**src/rtl/sj_pkg.sv**
```systemverilog
package sj_pkg;
  typedef enum logic [2:0] {
    ST_IDLE   = 3'd0,
    ST_DRIVE  = 3'd1,
    ST_SENSE  = 3'd2,
    ST_FETCH  = 3'd3,
    ST_INDATA = 3'd4,
    ST_UPDATE = 3'd5
  } sj_state_e;
endpackage

```
**src/rtl/sj_ctrl.sv**
```systemverilog
module sj_ctrl
  import sj_pkg::*;
(
  input  logic clk,
  input  logic rst_n,
  input  logic start_i,
  input  logic reply_i,
  input  logic ind_i,
  output logic accept_o,
  output logic take_sense_o,
  output logic take_mem_o,
  output logic hit_o,
  output logic busy_o,
  output logic drive_o,
  output logic mem_rd_o,
  output logic done_o
);
  sj_state_e state_q, state_d;

  always_comb begin
    state_d = state_q;
    case (state_q)
      ST_IDLE:   if (start_i) state_d = ST_DRIVE;
      ST_DRIVE:  state_d = ST_SENSE;
      ST_SENSE:  state_d = (reply_i && ind_i) ? ST_FETCH : ST_UPDATE;
      ST_FETCH:  state_d = ST_INDATA;
      ST_INDATA: state_d = ST_UPDATE;
      ST_UPDATE: state_d = ST_IDLE;
      default:   state_d = ST_IDLE;
    endcase
  end

  always_ff @(posedge clk or negedge rst_n) begin
    if (!rst_n) state_q <= ST_IDLE;
    else        state_q <= state_d;
  end

  assign accept_o     = (state_q == ST_IDLE) && start_i;
  assign take_sense_o = (state_q == ST_SENSE);
  assign take_mem_o   = (state_q == ST_INDATA);
  assign hit_o        = take_sense_o && reply_i;
  assign busy_o       = (state_q != ST_IDLE);
  assign drive_o      = (state_q == ST_DRIVE) || (state_q == ST_SENSE);
  assign mem_rd_o     = (state_q == ST_FETCH);
  assign done_o       = (state_q == ST_UPDATE);

  // done is a single-cycle pulse
  assert_done_pulse_R8: assert property (@(posedge clk) disable iff (!rst_n)
    done_o |=> !done_o);
  // indirect read lasts one cycle and is followed by the data cycle
  assert_mem_rd_single_R6: assert property (@(posedge clk) disable iff (!rst_n)
    mem_rd_o |=> (!mem_rd_o && take_mem_o));
  // a read is only issued for an indirect jump word
  assert_read_needs_ind_R7: assert property (@(posedge clk) disable iff (!rst_n)
    mem_rd_o |-> ind_i);
endmodule

```
**src/rtl/sj_bus.sv**
```systemverilog
module sj_bus #(
  parameter int CODE_W = 9
) (
  input  logic              clk,
  input  logic              rst_n,
  input  logic              accept_i,
  input  logic              busy_i,
  input  logic              drive_i,
  input  logic              take_sense_i,
  input  logic [CODE_W-1:0] code_i,
  input  logic              bus_reply_i,
  output logic [CODE_W-1:0] bus_code_o,
  output logic              reply_o
);
  logic [CODE_W-1:0] code_q, code_d;
  logic              code_en;

  assign code_en = accept_i;

  always_comb begin
    code_d = code_q;
    if (code_en) code_d = code_i;
  end

  always_ff @(posedge clk or negedge rst_n) begin
    if (!rst_n) code_q <= '0;
    else        code_q <= code_d;
  end

  assign bus_code_o = drive_i ? code_q : '0;
  // only the second drive cycle qualifies the answer
  assign reply_o    = take_sense_i && bus_reply_i;

  // latched code cannot change during an operation
  assert_code_hold_R9: assert property (@(posedge clk) disable iff (!rst_n)
    (busy_i && $past(busy_i)) |-> $stable(code_q));
  // drive only happens inside a busy operation
  assert_drive_in_op_R2: assert property (@(posedge clk) disable iff (!rst_n)
    drive_i |-> busy_i);
endmodule

```
**src/rtl/sj_target.sv**
```systemverilog
module sj_target #(
  parameter int ADDR_W  = 15,
  parameter int WORD_W  = 16,
  parameter int IND_BIT = WORD_W - 1
) (
  input  logic              clk,
  input  logic              rst_n,
  input  logic              accept_i,
  input  logic              hit_i,
  input  logic              take_mem_i,
  input  logic [ADDR_W-1:0] here_pc_i,
  input  logic [WORD_W-1:0] jump_word_i,
  input  logic [WORD_W-1:0] mem_data_i,
  output logic              ind_o,
  output logic [ADDR_W-1:0] mem_addr_o,
  output logic [ADDR_W-1:0] target_o
);
  localparam logic [ADDR_W-1:0] SKIP = ADDR_W'(2);

  logic [WORD_W-1:0] word_q, word_d;
  logic [ADDR_W-1:0] tgt_q, tgt_d;
  logic              word_en, tgt_en;

  assign word_en = accept_i;
  assign tgt_en  = accept_i || hit_i || take_mem_i;

  always_comb begin
    word_d = word_q;
    if (word_en) word_d = jump_word_i;
  end

  always_comb begin
    tgt_d = tgt_q;
    if (tgt_en) begin
      if (accept_i)        tgt_d = here_pc_i + SKIP;
      else if (hit_i)      tgt_d = word_q[ADDR_W-1:0];
      else                 tgt_d = mem_data_i[ADDR_W-1:0];
    end
  end

  always_ff @(posedge clk or negedge rst_n) begin
    if (!rst_n) begin
      word_q <= '0;
      tgt_q  <= '0;
    end else begin
      word_q <= word_d;
      tgt_q  <= tgt_d;
    end
  end

  assign ind_o      = word_q[IND_BIT];
  assign mem_addr_o = word_q[ADDR_W-1:0];
  assign target_o   = tgt_q;

  // indirect result is the fetched address field, not its flag
  assert_ind_target_R6: assert property (@(posedge clk) disable iff (!rst_n)
    take_mem_i |=> (tgt_q == $past(mem_data_i[ADDR_W-1:0])));
  // a true reply selects the stored jump address
  assert_hit_target_R4: assert property (@(posedge clk) disable iff (!rst_n)
    hit_i |=> (tgt_q == $past(word_q[ADDR_W-1:0])));
endmodule

```
**src/rtl/sense_jump_unit.sv**
```systemverilog
module sense_jump_unit #(
  parameter int ADDR_W = 15,
  parameter int WORD_W = 16,
  parameter int LINE_W = 3,
  parameter int DEV_W  = 6
) (
  input  logic                      clk,
  input  logic                      rst_n,
  input  logic                      start_i,
  input  logic [LINE_W+DEV_W-1:0]   code_i,
  input  logic [ADDR_W-1:0]         here_pc_i,
  input  logic [WORD_W-1:0]         jump_word_i,
  output logic                      bus_drive_o,
  output logic [LINE_W+DEV_W-1:0]   bus_code_o,
  input  logic                      bus_reply_i,
  output logic                      mem_rd_o,
  output logic [ADDR_W-1:0]         mem_addr_o,
  input  logic [WORD_W-1:0]         mem_data_i,
  output logic                      busy_o,
  output logic                      pc_load_o,
  output logic [ADDR_W-1:0]         pc_o,
  output logic                      done_o
);
  localparam int CODE_W  = LINE_W + DEV_W;
  localparam int IND_BIT = WORD_W - 1;

  logic accept, take_sense, take_mem, hit, reply, ind, drive, done;

  sj_ctrl u_ctrl (
    .clk          (clk),
    .rst_n        (rst_n),
    .start_i      (start_i),
    .reply_i      (reply),
    .ind_i        (ind),
    .accept_o     (accept),
    .take_sense_o (take_sense),
    .take_mem_o   (take_mem),
    .hit_o        (hit),
    .busy_o       (busy_o),
    .drive_o      (drive),
    .mem_rd_o     (mem_rd_o),
    .done_o       (done)
  );

  sj_bus #(.CODE_W(CODE_W)) u_bus (
    .clk          (clk),
    .rst_n        (rst_n),
    .accept_i     (accept),
    .busy_i       (busy_o),
    .drive_i      (drive),
    .take_sense_i (take_sense),
    .code_i       (code_i),
    .bus_reply_i  (bus_reply_i),
    .bus_code_o   (bus_code_o),
    .reply_o      (reply)
  );

  sj_target #(.ADDR_W(ADDR_W), .WORD_W(WORD_W), .IND_BIT(IND_BIT)) u_target (
    .clk         (clk),
    .rst_n       (rst_n),
    .accept_i    (accept),
    .hit_i       (hit),
    .take_mem_i  (take_mem),
    .here_pc_i   (here_pc_i),
    .jump_word_i (jump_word_i),
    .mem_data_i  (mem_data_i),
    .ind_o       (ind),
    .mem_addr_o  (mem_addr_o),
    .target_o    (pc_o)
  );

  assign bus_drive_o = drive;
  assign done_o      = done;
  assign pc_load_o   = done;

  // an idle unit leaves the shared bus quiet
  assert_quiet_bus_R10: assert property (@(posedge clk) disable iff (!rst_n)
    !busy_o |-> (!bus_drive_o && bus_code_o == '0));
  // unit returns to idle right after the update
  assert_idle_after_done_R10: assert property (@(posedge clk) disable iff (!rst_n)
    done_o |=> !busy_o);
  // a start while busy does not restart the drive phase
  assert_no_restart_R9: assert property (@(posedge clk) disable iff (!rst_n)
    (busy_o && !bus_drive_o) |=> !(bus_drive_o && !$past(bus_drive_o) && $past(busy_o)));
endmodule

```
**config.mk**
```make
export PLATFORM = sky130hd
export DESIGN_NAME = sense_jump_unit
export DESIGN_NICKNAME = d
export VERILOG_FILES = /design/src/rtl/sj_pkg.sv /design/src/rtl/sj_ctrl.sv /design/src/rtl/sj_bus.sv /design/src/rtl/sj_target.sv /design/src/rtl/sense_jump_unit.sv
export SDC_FILE = /design/constraint.sdc
export NUM_CORES = 1
export LEC_CHECK = 0
export BUFFER_PORTS_ARGS = -buffer_cell sky130_fd_sc_hd__buf_2
export CORE_MARGIN = 3
export CORE_UTILIZATION = 51
export DETAILED_ROUTE_END_ITERATION = 12
export GPL_TIMING_DRIVEN = 0
export PLACE_DENSITY = 0.89
export REMOVE_ABC_BUFFERS = 1
export SLEW_MARGIN = 20
export SYNTH_ARGS = -nofsm -noshare
export SYNTH_HDL_FRONTEND = slang
export SYNTH_SLANG_ARGS = --single-unit
export TNS_END_PERCENT = 1
```
**constraint.sdc**
```tcl
create_clock -name clk -period 4.3 [get_ports clk]
set_input_delay 0.43 -clock clk [delete_from_list [all_inputs] [get_ports clk]]
set_output_delay 0.43 -clock clk [all_outputs]
set_load 0.01 [all_outputs]
```
---- After elaboration in Yosys (flattened, before gate mapping) ----
Index checks and enable logic that the tools add are counted.
word-level totals
  register bits after elaboration ......... 43
  bits of input ports ..................... 60
  output and inout port bits .............. 44
  logic and storage cells ................. 26
cells by class
  add/subtract/negate cells ............... 1
  eq/ne operators ......................... 6
  muxes and demuxes ....................... 6
  reductions and logical operators ........ 9
operators with widths
  operator                                             count
  2-to-1 mux 15 bit                                    2
  adder 15 x 2 -> 15 bit, second input constant        1
  case mux 3 bit (5 select lines)                      1
  2-to-1 mux 9 bit                                     1
  equality test 3 x 2 -> 1 bit, second input constant  2
  equality test 3 bit, second input constant           2
  2-to-1 mux 3 bit                                     2
  logical AND 1 bit                                    4
  equality test 3 x 1 -> 1 bit, second input constant  1
  logical NOT 3 bit                                    1
  logical OR 1 bit                                     3
  nonzero test 3 bit                                   1
  != test 2 bit, second input constant                 1

---- Depth between registers and ports, before layout ----
Gate-level depths: netlist of run 1.
  depth after elaboration ................. 5
  mapped depth ............................ 7

---- Modules after synthesis ----
A second synthesis of run 1 with hierarchy kept.
unflattened totals
  cell total of the unflattened synthesis .. 206
  area total of the unflattened synthesis .. 2285.9 µm²
modules (own cells, without submodules)
  module           times used  cells each  area each (µm²)  seq. area each (µm²)
  sj_target        1           153         1637.8           775.7
  sj_bus           1           29          434.2            225.2
  sj_ctrl          1           23          206.4            75.1
  sense_jump_unit  1           1           7.5              0.0

---- Worst setup path before layout of run 1 ----
OpenSTA, ideal clock, no wires.
  path kind ............................... register to output
  start point ............................. reg u_ctrl.state_q[1]
  end point ............................... out bus_code_o[0]
  data arrival time ....................... 1326 ps
  data required time ...................... 3870 ps
  setup slack ............................. 2544 ps
  cell stages (with the launch flop) ...... 5
  cells stage by stage .................... dfrtp_1 > buf_4 > nand2b_1 > a21oi_1 > and2_1
between the ends
  word-level cells in the longest chain between the ends .. 3
RTL lines
  what                                                                          RTL line               source
  start: declaration                                                            sj_ctrl.sv:18          sj_state_e state_q, state_d;
  start signal: assignment                                                      sj_ctrl.sv:35          else state_q <= state_d;
  equality test 3 x 1 -> 1 bit or equality test 3 x 2 -> 1 bit (tied branches)  sj_ctrl.sv:43          assign drive_o = (state_q == ST_DRIVE) || (state_q == ST_SENSE);
  logical OR 1 bit *                                                            sj_ctrl.sv:43
  named net bus_drive_o                                                         sense_jump_unit.sv:13  output logic bus_drive_o,
  2-to-1 mux 9 bit *                                                            sj_bus.sv:30           assign bus_code_o = drive_i ? code_q : '0;
  end: declaration                                                              sense_jump_unit.sv:14  output logic [LINE_W+DEV_W-1:0] bus_code_o,
The timed path passes the listed nets; every way through them passes the cells marked *.

---- Worst setup path after layout of run 1 ----
  start point ............................. reg u_ctrl.state_q[0]
  end point ............................... reg u_target.tgt_q[14], in the netlist u_target.target_o[14]
between the ends
  word-level cells in the longest chain between the ends .. 5
RTL lines
  what                                                   RTL line                          source
  equality test 3 x 2 -> 1 bit                           sj_ctrl.sv:39                     assign take_sense_o = (state_q == ST_SENSE);
  logical AND 1 bit                                      sj_bus.sv:32                      assign reply_o = take_sense_i && bus_reply_i;
  logical AND 1 bit                                      sj_ctrl.sv:41                     assign hit_o = take_sense_o && reply_i;
  2-to-1 mux 15 bit or logical OR 1 bit (tied branches)  sj_target.sv:36, sj_target.sv:25
  2-to-1 mux 15 bit or logical OR 1 bit (tied branches)  sj_target.sv:35, sj_target.sv:25
  end signal: assignment                                 sj_target.sv:47                   tgt_q <= tgt_d;
  end: declaration                                       sj_target.sv:21                   logic [ADDR_W-1:0] tgt_q, tgt_d;
Parallel ways exist; a longest one is shown, timed or not.
A chain may end at the register's enable or synchronous reset.

==> flow_metrics.tcl, run 1 <==
set metrics [dict create \
    clockBufferDepth 2 \
    synth_area_leaders "dfrtp_1 (46%), nand2_1 (15%), o221ai_2 (5.1%)" \
    cts_setup_buffers 0 \
    drtPass1Iterations 4 \
    worstPathArrival_ns 2.81 \
    hp-class "in2async" \
    rsz0062_at_grt "false" \
    overflow 0 \
    powerDensity_mw_per_mm2 651 \
    rrSetupSlack_ns 1.69 \
    async_flop_share_pct 100 \
    gp_congestion 0.814 \
    grt_usage_pct 20.9 \
    max-slew-margin-rel_pct 29.3 \
    max_freq_mhz 384 \
    status "finished, final reports clean" \
    dpl.cell_count 395 \
    postRouteAntennaNets 0 \
    power_uw 1930 \
    cp-end-kind "flip-flop" \
    die_w_um 73.9 \
    cts.sink_count 43 \
    tns_ns 0 \
    reg2reg_depth 4 \
    period_share_pct 60.6 \
    finalNetCount 412 \
    skew_ns 0.00369 \
    fp-row-count 24 \
    wl_per_cell_um 13.8 \
    wl_mm 5.55 \
    worstSetupPathType "reg2reg" \
    clkTransAtPathRegs_ns 0.08 \
    die-height_um 73.9 \
    drv_slew 0 \
    remaining_drc_errors 0 \
    start_util_pct 53.3 \
    avgSynthCellArea_um2 9.26 \
    drt_iter0_drc 143 \
    cts.repair.resized 0 \
    synth.distinct_cells 40 \
    grt_max_degree 44 \
    yosys_warnings 0 \
    cap_violations 0 \
    multi_input_area_mm2 0.00114 \
    max_stage_delay_ns 1.03 \
    fillers 377 \
    r2r-start "u_ctrl.state_q[0]" \
    ys_seq_elements 43 \
    synth_top_area_share_pct 45.8 \
    ys.flop_type "dfrtp_1" \
    root_buffer "clkbuf_8" \
    regToRegEndpoint "u_target.target_o[14]" \
    min_period_ns 2.61 \
    regArea_mm2 0.00108 \
    synth_area_mm2 0.00235 \
    io_pins 104 \
    peakVddDrop_v 0.000300 \
    clkLatencyLatePin_ns 0.29 \
    cp_max_fo 23 \
    numPortBuffers 102 \
    stdcell_count 403 \
    routed_via_density 5.18 \
    final_hold_viol_count 0 \
    syn_inst 254 \
    worst_pin_slew_ns 1.06 \
    finalSetupViolations 0 \
    diodes 0 \
    via_count 2086 \
    drive_above_1_share_pct 37.0 \
    start_kind "flip-flop" \
    yosysSeqAreaShare_pct 45.8 \
    critPathSlowestCell "and4bb_1" \
    grt_pass1_wl_mm 8.80 \
    synth_edf_count 0 \
    area_delta_synth_final_pct 26.0 \
    cts_tree "yes" \
    coreArea_mm2 0.00441 \
    antenna_found_initial 0 \
    cts_hold_buffers 0 \
    synth_area_leader_cell "dfrtp_1" \
    htreeDepth 2 \
    grt_pass1_vias 1890 \
    final_util_pct 67.1 \
    cts_made_buffers 5 \
    die_area_mm2 0.00546 \
    crit_chain "and4bb_1, a21oi_4, nand2b_1, o221ai_2" \
    p_leak_uw 0.00152 \
    hpwl_mm 4.21 \
    worstPathRequired_ns 4.50 \
]
-- Yosys cell counts, types with 2 or more instances --
cell type and n:
nor4_1 2, mux2i_1 10, buf_4 3, o31ai_1 3, inv_1 3, nand4_1 2, o21ai_0 3, dfrtp_1 43
nand2_1 97, o21ai_1 2, xnor2_1 8, o221ai_2 8, a211oi_1 3, and2_1 9, nand3_1 6, nor3_1 5
nand2b_1 3, mux2_2 3, xor2_1 3, nor2_1 6, buf_6 4, nor2b_1 2, a21oi_1 3, buf_2 7
-- registers in the layout, indices dropped and copies added (netlist names) --
name	flops
u_bus.code_q	9
u_target.target_o	15
u_ctrl.state_q	3
u_target.word_q	16
-- power by group --
group | internal, uW | switching [uW] | leakage [uW]
combinational | 402 | 527 | 0.000948
sequential | 605 | 140 | 0.000528
clock | 126 | 131 | 0.0000470
-- per-layer routing --
layer | up-vias | global-route usage (%) | wire length [um]
met5 | - | 0 | 0
met4 | 0 | 5.84 | 45
met3 | 6 | 5.20 | 344
met2 | 58 | 35.2 | 2770
met1 | 976 | 26.5 | 2380
li1 | 1046 | - | -
-- per-stage QoR --
stage,instance area (um2),hold slack [ns],setup WS [ns]
global placement,2800,0.449,0.960
CTS,2940,0.316,1.68
global route,2960,0.0818,1.52
finish,2960,0.0647,1.69
detailed placement,2860,0.459,1.66
floorplan,2220,0.134,1.81
-- cell usage in the layout (no fill, tap or decap), drive strengths merged, types with 4 or more instances in the layout --
master    n
xnor2     8
nand3     6
nor2      7
nor3      5
dfrtp    43
clkbuf    6
nand2    97
o221ai    9
buf     106
and2      9
mux2i    10
o21ai     5
a21oi     4
-- worst max-delay path by stage --
stage / slack [ns] / start / to
after global routing: 1.52 / u_ctrl.state_q[2] / u_target.target_o[14]
after global placement: 0.96 / u_ctrl.state_q[1] / u_target.target_o[5]
after detailed placement: 1.66 / u_ctrl.state_q[2] / u_target.target_o[14]
final: 1.69 / u_ctrl.state_q[0] / u_target.target_o[14]
after floorplan: 1.81 / u_ctrl.state_q[1] / u_target.target_o[11]
after CTS: 1.68 / u_ctrl.state_q[1] / u_target.target_o[14]
-- area by class of cell --
type / count / share of cell area, %
clock buffer: 6 / 2.79
clock inverter: 1 / 0.169
inverter: 3 / 0.380
multi-input combinational: 192 / 38.6
sequential: 43 / 36.3
tap: 52 / 2.20
timing repair buffer: 106 / 19.6
-- logic make-up (layout without fill, tap and decap cells) --
group	count (synthesis)	count (layout)	share of synthesized area [%]
fa+ha+maj	1	1	0.532
buf+inv	19	116	5.85
xor+xnor	11	11	4.10
mux	13	13	5.69
flops	43	43	45.8
compound gates	26	26	10.6
simple gates	141	141	27.5
-- critical path, delay by kind of cell, from the launching register on --
kind / cells / cell delay, ns
simple gates: 2 / 1.51
compound gates: 2 / 0.52
flops: 1 / 0.49
(Power assumes the default switching activity.)
==> run 2: changes to the inputs <==
CORE_UTILIZATION = 47   (was 51)
PLACE_DENSITY = 0.84   (was 0.89)
clock period = 2.6 ns   (was 4.3 ns; I/O delays follow)
==> run 2 against run 1 <==
Effect of this change: register-to-register slack got worse by 1.4 ns; largest cell class unchanged; hold slack gained 0.054 ns; combinational power is 68% higher; clock-buffer cell count rose by 2; sequential share of layout area is 0.24 points lower; critical path depth is 1 higher; cell count rose by 4.0%; first-iteration DRC count fell by 48%; clock power up 78%; critical path type unchanged; largest power group unchanged; global-route usage is 0.16 points lower.
==> flow_metrics.tcl, run 2 (synthesis gave the netlist of run 1 again) <==
set metrics [dict create \
    cts_tree "yes" \
    remaining_drc_errors 0 \
    drt_iter0_drc 74 \
    min_period_ns 2.32 \
    largest-register "u_target.word_q" \
    cts_made_buffers 5 \
    die-height_um 76.7 \
    period_share_pct 89.3 \
    numPortBuffers 102 \
    drtPass1Iterations 4 \
    grt_max_degree 44 \
    finalNetCount 412 \
    wl_per_cell_um 13.6 \
    max-slew-margin-rel_pct 36.5 \
    cts_setup_buffers 0 \
    antenna_found_initial 0 \
    postRouteAntennaNets 0 \
    drive_above_1_share_pct 37.2 \
    grt_pass1_vias 2033 \
    start_kind "flip-flop" \
    peakVddDrop_v 0.000435 \
    worst_slack_ns 0.279 \
    gp_congestion 0.780 \
    worstPathArrival_ns 2.47 \
    overflow 0 \
    finalSetupViolations 0 \
    io_pins 104 \
    wl_mm 5.71 \
    area_delta_synth_final_pct 26.9 \
    htreeDepth 2 \
    layout_commonest_cell "buf_2" \
    routed_via_density 4.96 \
    mostFrequentLayoutCells "buf_2 (102), nand2_1 (97), dfrtp_1 (43)" \
    diodes 0 \
    start_util_pct 49.1 \
    status "finished, final reports clean" \
    clkTransAtPathRegs_ns 0.08 \
    die_area_mm2 0.00589 \
    powerDensity_mw_per_mm2 1090 \
    worst_pin_slew_ns 0.952 \
    cts_hold_buffers 0 \
    fillers 448 \
    critPathSlowestCell "dfrtp_1" \
    hpwl_mm 4.25 \
    fp-row-count 25 \
    dpl_worst_slack_ns -0.0341 \
    coreArea_mm2 0.00479 \
    crit_chain "nor2_2, nand3_2, buf_16, nand2b_1, o221ai_2" \
    cts.sink_count 43 \
    largest_register_ffs 16 \
    rsz0062_at_grt "false" \
    cp-end-kind "flip-flop" \
    hp-class "in2async" \
    via_count 2078 \
    holdWs_ns 0.118 \
    cap_violations 0 \
    p_leak_uw 0.00152 \
    root_buffer "clkbuf_8" \
    clkLatencyLatePin_ns 0.29 \
    tns_ns 0 \
    cp_max_fo 23 \
    grt_pass1_wl_mm 9.85 \
    drv_slew 0 \
    die_w_um 76.7 \
    final_util_pct 62.3 \
    clockBufferDepth 2 \
    grt_usage_pct 20.7 \
    skew_ns 0.00736 \
    max_freq_mhz 431 \
    worstSetupPathType "reg2reg" \
    final_hold_viol_count 0 \
    worstPathRequired_ns 2.75 \
    max_stage_delay_ns 0.51 \
]
==> run 2: final timing paths <==
check | startpoint | to | slack [ns] | depth (start not counted)
setup / recovery | u_ctrl.state_q[1] | u_target.target_o[5] | 0.28 | 5
hold / removal | rst_n | u_target.target_o[1] | 0.12 | 1
setup reg to reg | u_ctrl.state_q[1] | u_target.target_o[5] | 0.28 | 5
hold reg to reg | u_bus.code_q[1] | u_bus.code_q[1] | 0.47 | 2
max in group asynchronous | rst_n | u_bus.code_q[8] | 1.89 | 1
min in group clk | jump_word_i[5] | u_target.word_q[5] | 0.16 | 3
==> run 2: final cells by class <==
class                   instances  area [um2]  area share, %
multi-input cells             193        1150           38.6
flip-flops and latches         43        1080           36.1
repair buffers                105         561           18.8
clock buffers                   8         100           3.36
well taps                      67        83.8           2.81
inverters                       3        11.3          0.378
==> run 2: what timing repair did <==
item	in CTS	in global routing
endpoints found under the hold margin	0	0
setup endpoints to repair	8	0
resized for setup	0	0
==> run 2: power by group <==
part           switching [uW]  internal [uW]
registers                 233           1000
logic                     893            667
clock network             215            242
total                    1340           1910
==> run 2: critical path, delay by kind of cell, from the launching register on <==
kind                   cells  cell delay [ns]
AND/OR/NAND/NOR            3             1.18
flip-flops                 1             0.51
buffers and inverters      1             0.32
AO/OA/AOI/OAI              1             0.16
==> run 2: per-layer routing <==
metal  routed length [um]  GRT usage, %  vias up
met5                    0             0        -
met4                   58          7.61        0
met3                  334          3.76        5
met2                 2730          32.8       63
met1                 2590          28.5      967
li1                     -             -     1043
==> run 2: through the flow <==
step	cells	power, uW	instance area (um2)
global route	419	3530	2980
global placement	407	2680	2820
detailed placement	410	2810	2870
finish	419	3250	2980
CTS	419	3300	2980
floorplan	238	2150	2220
==> run 3: changes to the inputs <==
BUFFER_PORTS_ARGS = unset   (was -buffer_cell sky130_fd_sc_hd__buf_2)
CORE_UTILIZATION = 63   (was 47)
DONT_BUFFER_PORTS = 1   (was unset)
PLACE_DENSITY = 0.83   (was 0.84)
==> run 3 against run 2 <==
Effect of this change: sequential share of layout area up 7.2 points; setup slack worse by 0.046 ns; sequential power up 13%; sequential cell count unchanged; clock-buffer cell count down 2; clock skew about the same; critical endpoint is now u_target.target_o[14].
==> flow_metrics.tcl, run 3 (synthesis gave the netlist of run 1 again) <==
set metrics [dict create \
    status "finished, final reports clean" \
    skew_ns 0.00731 \
    drt_iter0_drc 89 \
    antenna_found_initial 0 \
    cts_made_buffers 5 \
    area_delta_synth_final_pct 5.69 \
    use_met1_pct 29.7 \
    root_buffer "clkbuf_8" \
    peakVddDrop_v 0.000697 \
    coreArea_mm2 0.00347 \
    max_stage_delay_ns 0.56 \
    remaining_drc_errors 0 \
    cp-end-kind "flip-flop" \
    overflow 0 \
    crit_chain "and4bb_2, a21oi_4, nand2b_1, o221ai_2" \
    die_w_um 67.1 \
    grt_usage_pct 23.6 \
    worst_slack_ns 0.233 \
    clkTransAtPathRegs_ns 0.08 \
    largest-register "u_target.word_q" \
    worstPathArrival_ns 2.52 \
    worstSetupPathType "reg2reg" \
    wl_per_cell_um 17.3 \
    grt_pass1_wl_mm 7.81 \
    htreeDepth 2 \
    postRouteAntennaNets 0 \
    io_pins 104 \
    fin_area_mm2 0.00248 \
    fp-row-count 21 \
    worst_pin_slew_ns 0.747 \
    hp-class "in2reg" \
    final_hold_viol_count 0 \
    cp_max_fo 23 \
    start_util_pct 67.8 \
    grt_max_degree 44 \
    rsz0062_at_grt "false" \
    mostFrequentLayoutCells "nand2_1 (97), dfrtp_1 (43), mux2i_1 (10)" \
    drtPass1Iterations 4 \
    finalSetupViolations 0 \
    routed_via_density 5.82 \
    grtUsageMet3_pct 7.93 \
    powerDensity_mw_per_mm2 1200 \
    cap_violations 0 \
    numPortBuffers 0 \
    layout_commonest_cell "nand2_1" \
    cts_setup_buffers 0 \
    wl_mm 5.15 \
    drive_above_1_share_pct 12.0 \
    die_area_mm2 0.00450 \
    hpwl_mm 3.78 \
    final_util_pct 71.6 \
    grt_use_met2_pct 38.0 \
    grt_pass1_vias 1628 \
    largest_register_ffs 16 \
    finalNetCount 311 \
    max-slew-margin-rel_pct 50.2 \
    gp_congestion 0.788 \
    clockBufferDepth 2 \
    placed_area_mm2 0.00234 \
    top_usage_layer "met2" \
    die-height_um 67.1 \
    period_share_pct 91.0 \
    max_freq_mhz 422 \
    worstPathRequired_ns 2.75 \
    diodes 0 \
    critPathSlowestCell "a21oi_4" \
    via_count 1729 \
    dpl_worst_slack_ns -0.0000577 \
    min_period_ns 2.37 \
    clkLatencyLatePin_ns 0.29 \
    start_kind "flip-flop" \
    p_leak_uw 0.00111 \
    cts_tree "yes" \
    drv_slew 0 \
    cts.sink_count 43 \
]
-- run 3: cell types whose count changed in the layout (fill, tap and decap cells not counted) --
cell           delta
clkbuf_1          -1
buf_12            +1
dlygate4sd3_1     +1
clkbuf_8          -1
buf_2           -102
a21oi_2           -1
clkinv_2          +1
bufinv_16         +1
-- run 3: path summary, 6_finish.rpt --
check	from	end	slack (ns)	depth (start not counted)
setup / recovery	u_ctrl.state_q[2]	u_target.target_o[14]	0.23	4
hold / removal	jump_word_i[11]	u_target.word_q[11]	0.07	2
min in group asynchronous	rst_n	u_target.target_o[0]	0.44	2
setup reg to reg	u_ctrl.state_q[2]	u_target.target_o[14]	0.23	4
hold reg to reg	u_bus.code_q[8]	u_bus.code_q[8]	0.47	2
max in group asynchronous	rst_n	u_target.target_o[4]	1.96	2
-- run 3: final cells by class --
cell class                 count  area, um2
inverter                       3       11.3
timing repair buffer           5       80.1
tap                           46       57.6
clock inverter                 2       35.0
multi-input combinational    192       1140
clock buffer                   6       82.6
fill                         294        983
sequential                    43       1080
-- run 3: report_power, final --
part           switching, uW  internal (uW)
clock network            219            311
registers                391           1000
logic                    640            431
total                   1250           1740
-- run 3: worst max-delay path: cells and delay by family (launching register included) --
family,cells,cell delay [ns]
AND/OR/NAND/NOR,2,0.97
AO/OA/AOI/OAI,2,0.70
flip-flops,1,0.54
-- run 3: routing by layer --
metal  routed length, um  vias up
met1                2100      815
li1                    -      839
met2                2540       69
met5                   0        -
met4                  64        0
met3                 455        6
-- run 3: stage by stage --
stage / power, uW / hold WS [ns] / instances / TNS (ns)
floorplan: 2150 / -0.0356 / 238 / 0
global placement: 2360 / -0.0347 / 284 / -6.32
detailed placement: 2470 / -0.0344 / 287 / -0.0000577
CTS: 3020 / 0.0589 / 297 / 0
global route: 3220 / 0.0559 / 297 / 0
finish: 2990 / 0.0670 / 297 / 0
-- run 3: repair_timing --
| item | in CTS | in global routing |
|---|---|---|
| resized for setup | 1 | 0 |
| endpoints found under the hold margin | 43 | 0 |
| hold buffers | 2 | 0 |
| endpoints found under the setup margin | 7 | 0 |
